**config.mk**
```make
export PLATFORM = sky130hd
export DESIGN_NAME = stk_ptr_unit
export DESIGN_NICKNAME = d
export VERILOG_FILES = /design/src/rtl/stk_pkg.sv /design/src/rtl/stk_ptr_reg.sv /design/src/rtl/stk_seq.sv /design/src/rtl/stk_ptr_unit.sv
export SDC_FILE = /design/constraint.sdc
export NUM_CORES = 1
export LEC_CHECK = 0
export ABC_AREA = 1
export CAP_MARGIN = 0
export CORE_MARGIN = 2
export CORE_UTILIZATION = 45
export DETAILED_ROUTE_END_ITERATION = 6
export GPL_TIMING_DRIVEN = 0
export PLACE_DENSITY = 0.76
export SYNTH_ARGS = -nofsm -noshare
export SYNTH_HDL_FRONTEND = slang
export SYNTH_HIERARCHICAL = 1
export SYNTH_SLANG_ARGS = --single-unit
```
**constraint.sdc**
```tcl
create_clock -name clk_i -period 4.2 [get_ports clk_i]
set_input_delay 1.05 -clock clk_i [delete_from_list [all_inputs] [get_ports clk_i]]
set_output_delay 1.05 -clock clk_i [all_outputs]
set_load 0.03 [all_outputs]
```
**src/rtl/stk_pkg.sv**
```systemverilog
package stk_pkg;
  localparam int ADDR_W  = 8;
  localparam int DATA_W  = 8;
  localparam int PC_W    = 14;
  localparam int PC_HI_W = PC_W - DATA_W;

  typedef enum logic [2:0] {
    OP_NONE = 3'd0,
    OP_INT  = 3'd1,
    OP_CALL = 3'd2,
    OP_RET  = 3'd3,
    OP_RETI = 3'd4,
    OP_PUSH = 3'd5,
    OP_POP  = 3'd6,
    OP_RSVD = 3'd7
  } stk_op_e;

  typedef enum logic [1:0] {
    ST_IDLE  = 2'd0,
    ST_SAVE2 = 2'd1,
    ST_RSTR2 = 2'd2
  } stk_state_e;
endpackage

```
**src/rtl/stk_ptr_reg.sv**
```systemverilog
module stk_ptr_reg #(
  parameter int W = 8
) (
  input  logic         clk_i,
  input  logic         rst_ni,
  input  logic         inc_i,
  input  logic         dec_i,
  input  logic         ld_i,
  input  logic [W-1:0] ld_val_i,
  output logic [W-1:0] ptr_o,
  output logic [W-1:0] ptr_m1_o
);
  logic [W-1:0] ptr_q;

  always_ff @(posedge clk_i or negedge rst_ni) begin
    if (!rst_ni)    ptr_q <= '0;
    else if (inc_i) ptr_q <= ptr_q + W'(1);
    else if (dec_i) ptr_q <= ptr_q - W'(1);
    else if (ld_i)  ptr_q <= ld_val_i;
  end

  assign ptr_o    = ptr_q;
  assign ptr_m1_o = ptr_q - W'(1);

  AST_PTR_CTRL_EXCL: assert property (@(posedge clk_i) disable iff (!rst_ni)
    $onehot0({inc_i, dec_i, ld_i}));
endmodule

```
**src/rtl/stk_seq.sv**
```systemverilog
module stk_seq
  import stk_pkg::*;
(
  input  logic               clk_i,
  input  logic               rst_ni,
  input  logic               op_valid_i,
  input  logic [2:0]         op_i,
  input  logic [PC_W-1:0]    pc_i,
  input  logic               carry_i,
  input  logic               zero_i,
  input  logic [DATA_W-1:0]  push_data_i,
  input  logic               psp_wr_i,
  input  logic               dsp_wr_i,
  input  logic [ADDR_W-1:0]  psp_i,
  input  logic [ADDR_W-1:0]  psp_m1_i,
  input  logic [ADDR_W-1:0]  dsp_i,
  input  logic [ADDR_W-1:0]  dsp_m1_i,
  input  logic [DATA_W-1:0]  ram_rdata_i,
  output logic [ADDR_W-1:0]  ram_addr_o,
  output logic [DATA_W-1:0]  ram_wdata_o,
  output logic               ram_we_o,
  output logic               psp_inc_o,
  output logic               psp_dec_o,
  output logic               psp_ld_o,
  output logic               dsp_inc_o,
  output logic               dsp_dec_o,
  output logic               dsp_ld_o,
  output logic               busy_o,
  output logic               done_o,
  output logic [PC_W-1:0]    pc_o,
  output logic               carry_o,
  output logic               zero_o,
  output logic [DATA_W-1:0]  pop_data_o,
  output logic               pop_valid_o,
  output logic               int_en_o
);
  stk_state_e          state_q;
  stk_op_e             op;
  logic                accept;
  logic [DATA_W-1:0]   lo_q;
  logic                reti_q;
  logic                done_q, popv_q, ie_q, carry_q, zero_q;
  logic [PC_W-1:0]     pc_q;
  logic [DATA_W-1:0]   pop_q;

  assign op     = stk_op_e'(op_i);
  assign accept = op_valid_i && (state_q == ST_IDLE) &&
                  (op != OP_NONE) && (op != OP_RSVD);

  always_comb begin
    ram_addr_o  = psp_i;
    ram_wdata_o = '0;
    ram_we_o    = 1'b0;
    psp_inc_o   = 1'b0;
    psp_dec_o   = 1'b0;
    dsp_inc_o   = 1'b0;
    dsp_dec_o   = 1'b0;
    unique case (state_q)
      ST_IDLE: begin
        if (accept) begin
          unique case (op)
            OP_INT, OP_CALL: begin
              ram_addr_o  = psp_i;
              ram_wdata_o = {carry_i, zero_i, pc_i[PC_W-1:DATA_W]};
              ram_we_o    = 1'b1;
              psp_inc_o   = 1'b1;
            end
            OP_RET, OP_RETI: begin
              ram_addr_o = psp_m1_i;
              psp_dec_o  = 1'b1;
            end
            OP_PUSH: begin
              ram_addr_o  = dsp_m1_i;
              ram_wdata_o = push_data_i;
              ram_we_o    = 1'b1;
              dsp_dec_o   = 1'b1;
            end
            OP_POP: begin
              ram_addr_o = dsp_i;
              dsp_inc_o  = 1'b1;
            end
            default: ;
          endcase
        end
      end
      ST_SAVE2: begin
        ram_addr_o  = psp_i;
        ram_wdata_o = lo_q;
        ram_we_o    = 1'b1;
        psp_inc_o   = 1'b1;
      end
      ST_RSTR2: begin
        ram_addr_o = psp_m1_i;
        psp_dec_o  = 1'b1;
      end
      default: ;
    endcase
  end

  // direct loads lose to any accepted or running operation
  assign psp_ld_o = psp_wr_i && (state_q == ST_IDLE) && !accept;
  assign dsp_ld_o = dsp_wr_i && (state_q == ST_IDLE) && !accept;

  always_ff @(posedge clk_i or negedge rst_ni) begin
    if (!rst_ni) begin
      state_q <= ST_IDLE;
      lo_q    <= '0;
      reti_q  <= 1'b0;
      done_q  <= 1'b0;
      popv_q  <= 1'b0;
      ie_q    <= 1'b0;
      carry_q <= 1'b0;
      zero_q  <= 1'b0;
      pc_q    <= '0;
      pop_q   <= '0;
    end else begin
      done_q <= (state_q == ST_RSTR2);
      popv_q <= accept && (op == OP_POP);
      unique case (state_q)
        ST_IDLE: begin
          if (accept) begin
            unique case (op)
              OP_INT, OP_CALL: begin
                state_q <= ST_SAVE2;
                lo_q    <= pc_i[DATA_W-1:0];
                if (op == OP_INT) ie_q <= 1'b0;
              end
              OP_RET, OP_RETI: begin
                state_q <= ST_RSTR2;
                lo_q    <= ram_rdata_i;
                reti_q  <= (op == OP_RETI);
              end
              OP_POP:  pop_q <= ram_rdata_i;
              default: ;
            endcase
          end
        end
        ST_SAVE2: state_q <= ST_IDLE;
        ST_RSTR2: begin
          state_q <= ST_IDLE;
          pc_q    <= {ram_rdata_i[PC_HI_W-1:0], lo_q};
          if (reti_q) begin
            carry_q <= ram_rdata_i[DATA_W-1];
            zero_q  <= ram_rdata_i[DATA_W-2];
            ie_q    <= 1'b1;
          end
        end
        default: state_q <= ST_IDLE;
      endcase
    end
  end

  assign busy_o      = (state_q != ST_IDLE);
  assign done_o      = done_q;
  assign pc_o        = pc_q;
  assign carry_o     = carry_q;
  assign zero_o      = zero_q;
  assign pop_data_o  = pop_q;
  assign pop_valid_o = popv_q;
  assign int_en_o    = ie_q;

  AST_BUSY_SINGLE: assert property (@(posedge clk_i) disable iff (!rst_ni)
    busy_o |=> !busy_o);
  AST_DONE_IDLE: assert property (@(posedge clk_i) disable iff (!rst_ni)
    done_o |-> !busy_o && !pop_valid_o);
endmodule

```
**src/rtl/stk_ptr_unit.sv**
```systemverilog
module stk_ptr_unit
  import stk_pkg::*;
(
  input  logic               clk_i,
  input  logic               rst_ni,
  input  logic               op_valid_i,
  input  logic [2:0]         op_i,
  input  logic [PC_W-1:0]    pc_i,
  input  logic               carry_i,
  input  logic               zero_i,
  input  logic [DATA_W-1:0]  push_data_i,
  input  logic               psp_wr_i,
  input  logic               dsp_wr_i,
  input  logic [ADDR_W-1:0]  ptr_wdata_i,
  input  logic [DATA_W-1:0]  ram_rdata_i,
  output logic [ADDR_W-1:0]  ram_addr_o,
  output logic [DATA_W-1:0]  ram_wdata_o,
  output logic               ram_we_o,
  output logic               busy_o,
  output logic               done_o,
  output logic [PC_W-1:0]    pc_o,
  output logic               carry_o,
  output logic               zero_o,
  output logic [DATA_W-1:0]  pop_data_o,
  output logic               pop_valid_o,
  output logic               int_en_o,
  output logic [ADDR_W-1:0]  psp_o,
  output logic [ADDR_W-1:0]  dsp_o
);
  logic [ADDR_W-1:0] psp, psp_m1, dsp, dsp_m1;
  logic psp_inc, psp_dec, psp_ld, dsp_inc, dsp_dec, dsp_ld;

  stk_ptr_reg #(.W(ADDR_W)) u_psp (
    .clk_i    (clk_i),
    .rst_ni   (rst_ni),
    .inc_i    (psp_inc),
    .dec_i    (psp_dec),
    .ld_i     (psp_ld),
    .ld_val_i (ptr_wdata_i),
    .ptr_o    (psp),
    .ptr_m1_o (psp_m1)
  );

  stk_ptr_reg #(.W(ADDR_W)) u_dsp (
    .clk_i    (clk_i),
    .rst_ni   (rst_ni),
    .inc_i    (dsp_inc),
    .dec_i    (dsp_dec),
    .ld_i     (dsp_ld),
    .ld_val_i (ptr_wdata_i),
    .ptr_o    (dsp),
    .ptr_m1_o (dsp_m1)
  );

  stk_seq u_seq (
    .clk_i       (clk_i),
    .rst_ni      (rst_ni),
    .op_valid_i  (op_valid_i),
    .op_i        (op_i),
    .pc_i        (pc_i),
    .carry_i     (carry_i),
    .zero_i      (zero_i),
    .push_data_i (push_data_i),
    .psp_wr_i    (psp_wr_i),
    .dsp_wr_i    (dsp_wr_i),
    .psp_i       (psp),
    .psp_m1_i    (psp_m1),
    .dsp_i       (dsp),
    .dsp_m1_i    (dsp_m1),
    .ram_rdata_i (ram_rdata_i),
    .ram_addr_o  (ram_addr_o),
    .ram_wdata_o (ram_wdata_o),
    .ram_we_o    (ram_we_o),
    .psp_inc_o   (psp_inc),
    .psp_dec_o   (psp_dec),
    .psp_ld_o    (psp_ld),
    .dsp_inc_o   (dsp_inc),
    .dsp_dec_o   (dsp_dec),
    .dsp_ld_o    (dsp_ld),
    .busy_o      (busy_o),
    .done_o      (done_o),
    .pc_o        (pc_o),
    .carry_o     (carry_o),
    .zero_o      (zero_o),
    .pop_data_o  (pop_data_o),
    .pop_valid_o (pop_valid_o),
    .int_en_o    (int_en_o)
  );

  assign psp_o = psp;
  assign dsp_o = dsp;

  AST_SAVE_STEP: assert property (@(posedge clk_i) disable iff (!rst_ni)
    (op_valid_i && !busy_o && (op_i == 3'd1 || op_i == 3'd2))
      |=> busy_o && psp_o == $past(psp_o) + ADDR_W'(1));
  AST_SAVE_SECOND: assert property (@(posedge clk_i) disable iff (!rst_ni)
    (busy_o && ram_we_o) |=> psp_o == $past(psp_o) + ADDR_W'(1));
  AST_INT_DISABLE: assert property (@(posedge clk_i) disable iff (!rst_ni)
    (op_valid_i && !busy_o && op_i == 3'd1) |=> !int_en_o);
  AST_RSTR_DONE: assert property (@(posedge clk_i) disable iff (!rst_ni)
    (busy_o && !ram_we_o) |=> done_o && !busy_o);
  AST_PUSH_DEC: assert property (@(posedge clk_i) disable iff (!rst_ni)
    (op_valid_i && !busy_o && op_i == 3'd5)
      |=> dsp_o == $past(dsp_o) - ADDR_W'(1));
  AST_POP_INC: assert property (@(posedge clk_i) disable iff (!rst_ni)
    (op_valid_i && !busy_o && op_i == 3'd6)
      |=> pop_valid_o && dsp_o == $past(dsp_o) + ADDR_W'(1));
  AST_PSP_HOLD: assert property (@(posedge clk_i) disable iff (!rst_ni)
    (!busy_o && !psp_wr_i && !(op_valid_i && op_i inside {3'd1, 3'd2, 3'd3, 3'd4}))
      |=> $stable(psp_o));
endmodule

```
==> results of run 1 <==
[flip-flops by register name, indices dropped and copies added (netlist names)]
name / count
u_seq/pc_o: 14
u_seq/state_q: 2
u_seq/int_en_o: 1
u_seq/zero_o: 1
u_seq/reti_q: 1
u_dsp/ptr_o: 8
u_seq/done_o: 1
u_psp/ptr_o: 8
u_seq/pop_data_o: 8
u_seq/carry_o: 1
u_seq/pop_valid_o: 1
u_seq/lo_q: 8
[metal layers]
metal  vias up  routed length, um  share of wire  global-route usage
met4         0                297          0.025              0.0845
met5         -                  0              0                   0
met3        24               1040          0.087              0.0511
li1       2079                  -              -                   -
met2       217               5580           0.47               0.419
met1      1961               5030           0.42               0.322
[tightest hold or removal path: cells and delay by family, from the launching register on]
kind / cells / cell delay, ps
compound gates: 1 / 60
simple gates: 1 / 50
flops: 1 / 360
[worst paths after layout]
| check | from | end | slack (ps) | cells after the start |
|---|---|---|---|---|
| max | op_i[2] | ram_wdata_o[6] | 110 | 9 |
| min in group asynchronous | rst_ni | u_dsp/ptr_o[3] | 640 | 1 |
| min reg2reg | u_seq/pc_o[11] | u_seq/pc_o[11] | 500 | 2 |
| max reg2reg | u_seq/state_q[0] | u_psp/ptr_o[1] | 1520 | 11 |
| max in group asynchronous | rst_ni | u_psp/ptr_o[6] | 3020 | 2 |
| min | u_seq/pc_o[11] | u_seq/pc_o[11] | 500 | 2 |
[stage by stage]
stage / area [um2] / total power, mW / setup TNS, ps / setup slack, ps
final: 5240 / 2.61 / 0 / 106
after global routing: 5240 / 2.79 / 0 / 5.09
after CTS: 5240 / 2.63 / -131 / -131
after detailed placement: 5130 / 2.27 / -3000 / -420
after global placement: 5120 / 2.25 / -2730 / -372
after floorplan: 3910 / 1.71 / 0 / 977
[cell type report]
cell class / instances / area [um2] / share of cell area
repair buffers: 110 / 1080 / 0.207
clock buffers: 6 / 72.6 / 0.0139
plain buffers: 17 / 139 / 0.0265
well taps: 105 / 131 / 0.0251
clock inverters: 2 / 37.5 / 0.00717
inverters: 70 / 268 / 0.0511
multi-input cells: 431 / 2150 / 0.411
flip-flops and latches: 54 / 1350 / 0.258
[power breakdown]
| part | internal [mW] | switching [mW] |
|---|---|---|
| Combinational | 0.549 | 0.870 |
| Clock | 0.178 | 0.176 |
| Sequential | 0.667 | 0.170 |
[kinds of logic after synthesis]
family          count (synthesis)
mux                             1
fa+ha+maj                       4
simple gates                  350
compound gates                 74
buf+inv                        87
flops                          54
xor+xnor                        2
[synthesized netlist by cell type]
cell / instances
o211ai_1: 5
xor2_2: 2
nor2_1: 44
dfrtp_1: 54
and2_1: 2
a31o_2: 2
nand2_4: 4
nand2_2: 9
a22oi_1: 10
nand3_1: 56
nand4_1: 19
o21ai_1: 6
nor3_1: 2
nand2_1: 194
nand3_2: 1
o21ai_0: 24
nor2_2: 11
inv_1: 55
o22ai_1: 2
mux2_2: 1
buf_6: 7
a21oi_1: 15
nor2_8: 2
nor2_4: 6
ha_1: 4
a31oi_1: 2
clkbuf_1: 2
a22o_1: 8
buf_4: 5
clkinv_1: 3
inv_4: 2
buf_2: 3
inv_2: 10
[placed cells by master (no fill, tap or decap), drive strengths merged, types with 3 or more instances in the layout]
| cell | netlist | routed |
|---|---|---|
| ha | 4 | 4 |
| dlymetal6s2s | 0 | 6 |
| nand2 | 207 | 207 |
| o21ai | 30 | 30 |
| dfrtp | 54 | 54 |
| nand4 | 19 | 19 |
| dlygate4sd2 | 0 | 4 |
| clkdlybuf4s50 | 0 | 90 |
| buf | 15 | 18 |
| inv | 67 | 67 |
| a22oi | 10 | 10 |
| nand3 | 57 | 57 |
| clkinv | 3 | 3 |
| o211ai | 5 | 5 |
| nor2 | 63 | 63 |
| a22o | 8 | 8 |
| a21oi | 15 | 15 |
| clkbuf | 2 | 14 |
[timing repair]
| action | in CTS | in global routing |
|---|---|---|
| gates resized for setup | 12 | 19 |
| buffers inserted | 1 | 0 |
| pin swaps | 1 | 0 |
| endpoints found under the setup margin | 12 | 13 |
==> results.cfg, run 1 <==
[route]
first_pass_iters = 5
wire_per_inst_um = 15.0
vias_per_cell = 5.38
vias = 4281
drt_iter0_drc = 229
ant_nets = 0
drc = 0
wirelength_um = 11900

[placement]
post-dp-hpwl_um = 9250
place.gp.congestion = 0.924
numPortBuffers = 108
dp_cells = 786

[synthesis]
syn_nets = 624
synth_top_family_by_area = simple AND/OR/NAND/NOR gates
ys_ff_latch = 54
yosysTopAreaCell = dfrtp_1
synth.distinct_cells = 33
synthCells = 572
yosysSeqAreaShare = 0.346
synthMuxAreaShare = 0.00288
synth-adder-area-share = 0.0128
synthDominantCellAreaShare = 0.346
avgSynthCellArea_um2 = 6.83
netlist_top_cells_area = dfrtp_1, nand2_1, nand3_1
synth_warnings = 6
synth_area_um2 = 3900
synth-simple-area-share = 0.410
synth_compound_area_frac = 0.115
synth-xor-area-share = 0.00833

[power]
leakage_nw = 2.61
powerDensity_nw_per_um2 = 498
irDropWorstVdd_uv = 287

[floorplan]
core-area_um2 = 8300
die_y_um = 97.2
die_w_um = 97.2
fp-row-count = 33
io_pins = 109
die_area_um2 = 9440
start_util = 0.471

[timing]
clock_skew_ps = 5.19
setup_viol = 0
slew_violations = 0
clock.fmax_mhz = 244
tightest_slew_ps = 900
hold_violations = 0
rsz0062_at_grt = false
fin_crit_ps = 4090
slew_headroom = 0.394
whs_ps = 495
post-route-period-util = 0.975

[global_routing]
antenna_found_initial = 0
grt_pass1_vias = 4038
overflow = 0
grt_max_degree = 42
grt_usage = 0.250
grt_first_pass_wirelength_um = 19500

[critical_path]
crit_buf_inv = 4
start_kind = primary input
cp_max_fo = 6
end_kind = output port
path_class = in2out
crit_chain = clkdlybuf4s50_1, inv_1, nand2_1, nor2_2, inv_2, nor2_2, nand2_1, nand3_1, dlygate4sd2_1
critical_path.top_delay_family = buffers and inverters
crit_slowest_cell = clkdlybuf4s50_1
arrival_ps = 3040
crit_required_ps = 3150
max_stage_delay_ps = 500

[outcome]
outcome = complete, no violations

[clocking]
cts_hold_buf = 0
clock_latency_ps = 310
clock_path_buffers = 2
clkTransAtPathRegs_ps = 100
numCtsBuffers = 5
numClockSinks = 54
cts_tree = done
cts.htree.levels = 2
clockRootBuffer = clkbuf_8

[finish]
utilization = 0.631
finalNetCount = 741
final_cells = 795
syn2layout_area_growth_pct = 34.1
fillCellCount = 764
antennaDiodeCount = 0
layout-drive-gt1-share = 0.117

[worst_hold_path]
min_path_type = reg2reg

[run]
maxCapViolations = 0
(Power assumes the default switching activity.)
==> run 2: changes to the inputs <==
- PLACE_DENSITY: 0.76 -> 0.77
==> run 2 against run 1 <==
Sequential power decreased by 0.6%. Routed wire length up 1.1%. Fmax is 0.68% higher. Worst setup slack better by 28 ps. Critical endpoint is now ram_addr_o[6]. Die area is the same. Critical path depth grew 1. Non-clock buffer count is the same. Sequential share of layout area fell by 0.086 points. Count of clock-buffer cells in the layout did not move.
==> results.cfg, run 2 (synthesized netlist as in run 1, its figures left out) <==
[outcome]
outcome = complete, no violations

[global_routing]
grt_pass1_vias = 4142
grt_first_pass_wirelength_um = 20100
overflow = 0
grt_usage = 0.258
antenna_found_initial = 0
grt_max_degree = 33

[critical_path]
critical_path.top_delay_family = buffers and inverters
crit_buf_inv = 4
start_kind = primary input
path_class = in2out
worstSetupPathDepth = 10
crit_required_ps = 3150
max_stage_delay_ps = 570
end_kind = output port
arrival_ps = 3020
crit_slowest_cell = clkdlybuf4s50_1
cp_max_fo = 10
worst_r2r_path_depth = 11
cp_common_cell = nand2_1
crit_chain = clkdlybuf4s50_1, buf_4, nand3_1, nand2_2, buf_4, nand2_1, nand3_1, nand2_1, nand2_1, clkdlybuf4s15_1

[timing]
rsz0062_at_grt = false
setup_viol = 0
setup_ws_ps = 133
clock.fmax_mhz = 246
slew_headroom = 0.417
clock_skew_ps = 7.41
fin_setup_tns_ps = 0
tightest_slew_ps = 866
post-route-period-util = 0.968
hold_violations = 0
fin_crit_ps = 4070
slew_violations = 0

[floorplan]
fp-row-count = 33
die_w_um = 97.2
die_area_um2 = 9440
io_pins = 109
start_util = 0.471
die_y_um = 97.2
core-area_um2 = 8300

[finish]
syn2layout_area_growth_pct = 34.5
fillCellCount = 754
utilization = 0.633
finalNetCount = 741
antennaDiodeCount = 0
layout-drive-gt1-share = 0.114
final_area_um2 = 5250
largest_reg_flops = 14
final_common_cell = nand2_1
final_cell_mix = nand2_1, clkdlybuf4s50_1, nand3_1

[placement]
pre_cts_slack_ps = -403
place.gp.congestion = 0.940
post-dp-hpwl_um = 9430
numPortBuffers = 108
postPlaceCellArea_um2 = 5130

[power]
leakage_nw = 2.59
p_total_mw = 2.60
irDropWorstVdd_uv = 316
powerDensity_nw_per_um2 = 494

[route]
wirelength_um = 12100
drt_iter0_drc = 233
ant_nets = 0
wire_per_inst_um = 15.2
first_pass_iters = 4
vias = 4282
vias_per_cell = 5.39
drc = 0

[clocking]
clockRootBuffer = clkbuf_8
clock_latency_ps = 320
clock_path_buffers = 2
clkTransAtPathRegs_ps = 100
cts_tree = done
cts.htree.levels = 2
numClockSinks = 54
numCtsBuffers = 5

[run]
maxCapViolations = 0

[worst_hold_path]
min_path_type = reg2reg
hold_depth = 2
==> run 2: worst reg2reg max path, stage by stage, from the launching register on <==
cell	delay, ps
dfrtp_1	370
buf_4	180
nor2_8	130
nand2_4	150
inv_1	110
nand3_1	150
o21ai_0	730
inv_1	120
nor2_2	260
a21oi_1	120
o211ai_1	90
o21ai_1	100
==> run 2: worst paths after layout <==
kind	endpoint	from	slack [ps]
max in group asynchronous	u_seq/lo_q[3]	rst_ni	2930
max	ram_addr_o[6]	op_i[0]	130
max reg2reg	u_psp/ptr_o[1]	u_seq/state_q[0]	1580
min in group asynchronous	u_dsp/ptr_o[4]	rst_ni	710
min reg2reg	u_seq/pc_o[0]	u_seq/pc_o[0]	490
min	u_seq/pc_o[0]	u_seq/pc_o[0]	490
==> run 2: layout make-up <==
cell class	count	area, um2	area share
clock buffers	6	82.6	0.0157
inverters	70	268	0.0510
well taps	105	131	0.0250
multi-input cells	431	2160	0.412
plain buffers	17	139	0.0264
repair buffers	110	1100	0.209
flip-flops and latches	54	1350	0.257
clock inverters	2	20.0	0.00381
==> run 2: power breakdown <==
part           switching, mW  internal [mW]  leakage, nW
Clock                  0.199          0.141       0.0537
Combinational          0.878          0.548         1.87
Sequential             0.165          0.667        0.663
Total                   1.24           1.36         2.59
==> run 2: stage by stage <==
step / std cells / hold slack [ps]
3_3_place_gp: 785 / 464
5_1_grt: 795 / 504
3_5_place_dp: 786 / 465
4_1_cts: 795 / 493
2_1_floorplan: 572 / 449
6_report: 795 / 489
==> run 2: routing by layer <==
metal	GRT usage	share of wire	wire length (um)
met4	0.0683	0.016	195
met1	0.339	0.42	5110
met5	0	0	0
met3	0.0612	0.088	1060
met2	0.428	0.47	5710
==> run 2: timing repair <==
action,CTS,global route
setup endpoints to repair,11,12
pin swaps,1,0
buffers inserted,1,0
hold buffers,0,0
cloned,0,0
resized for setup,19,6
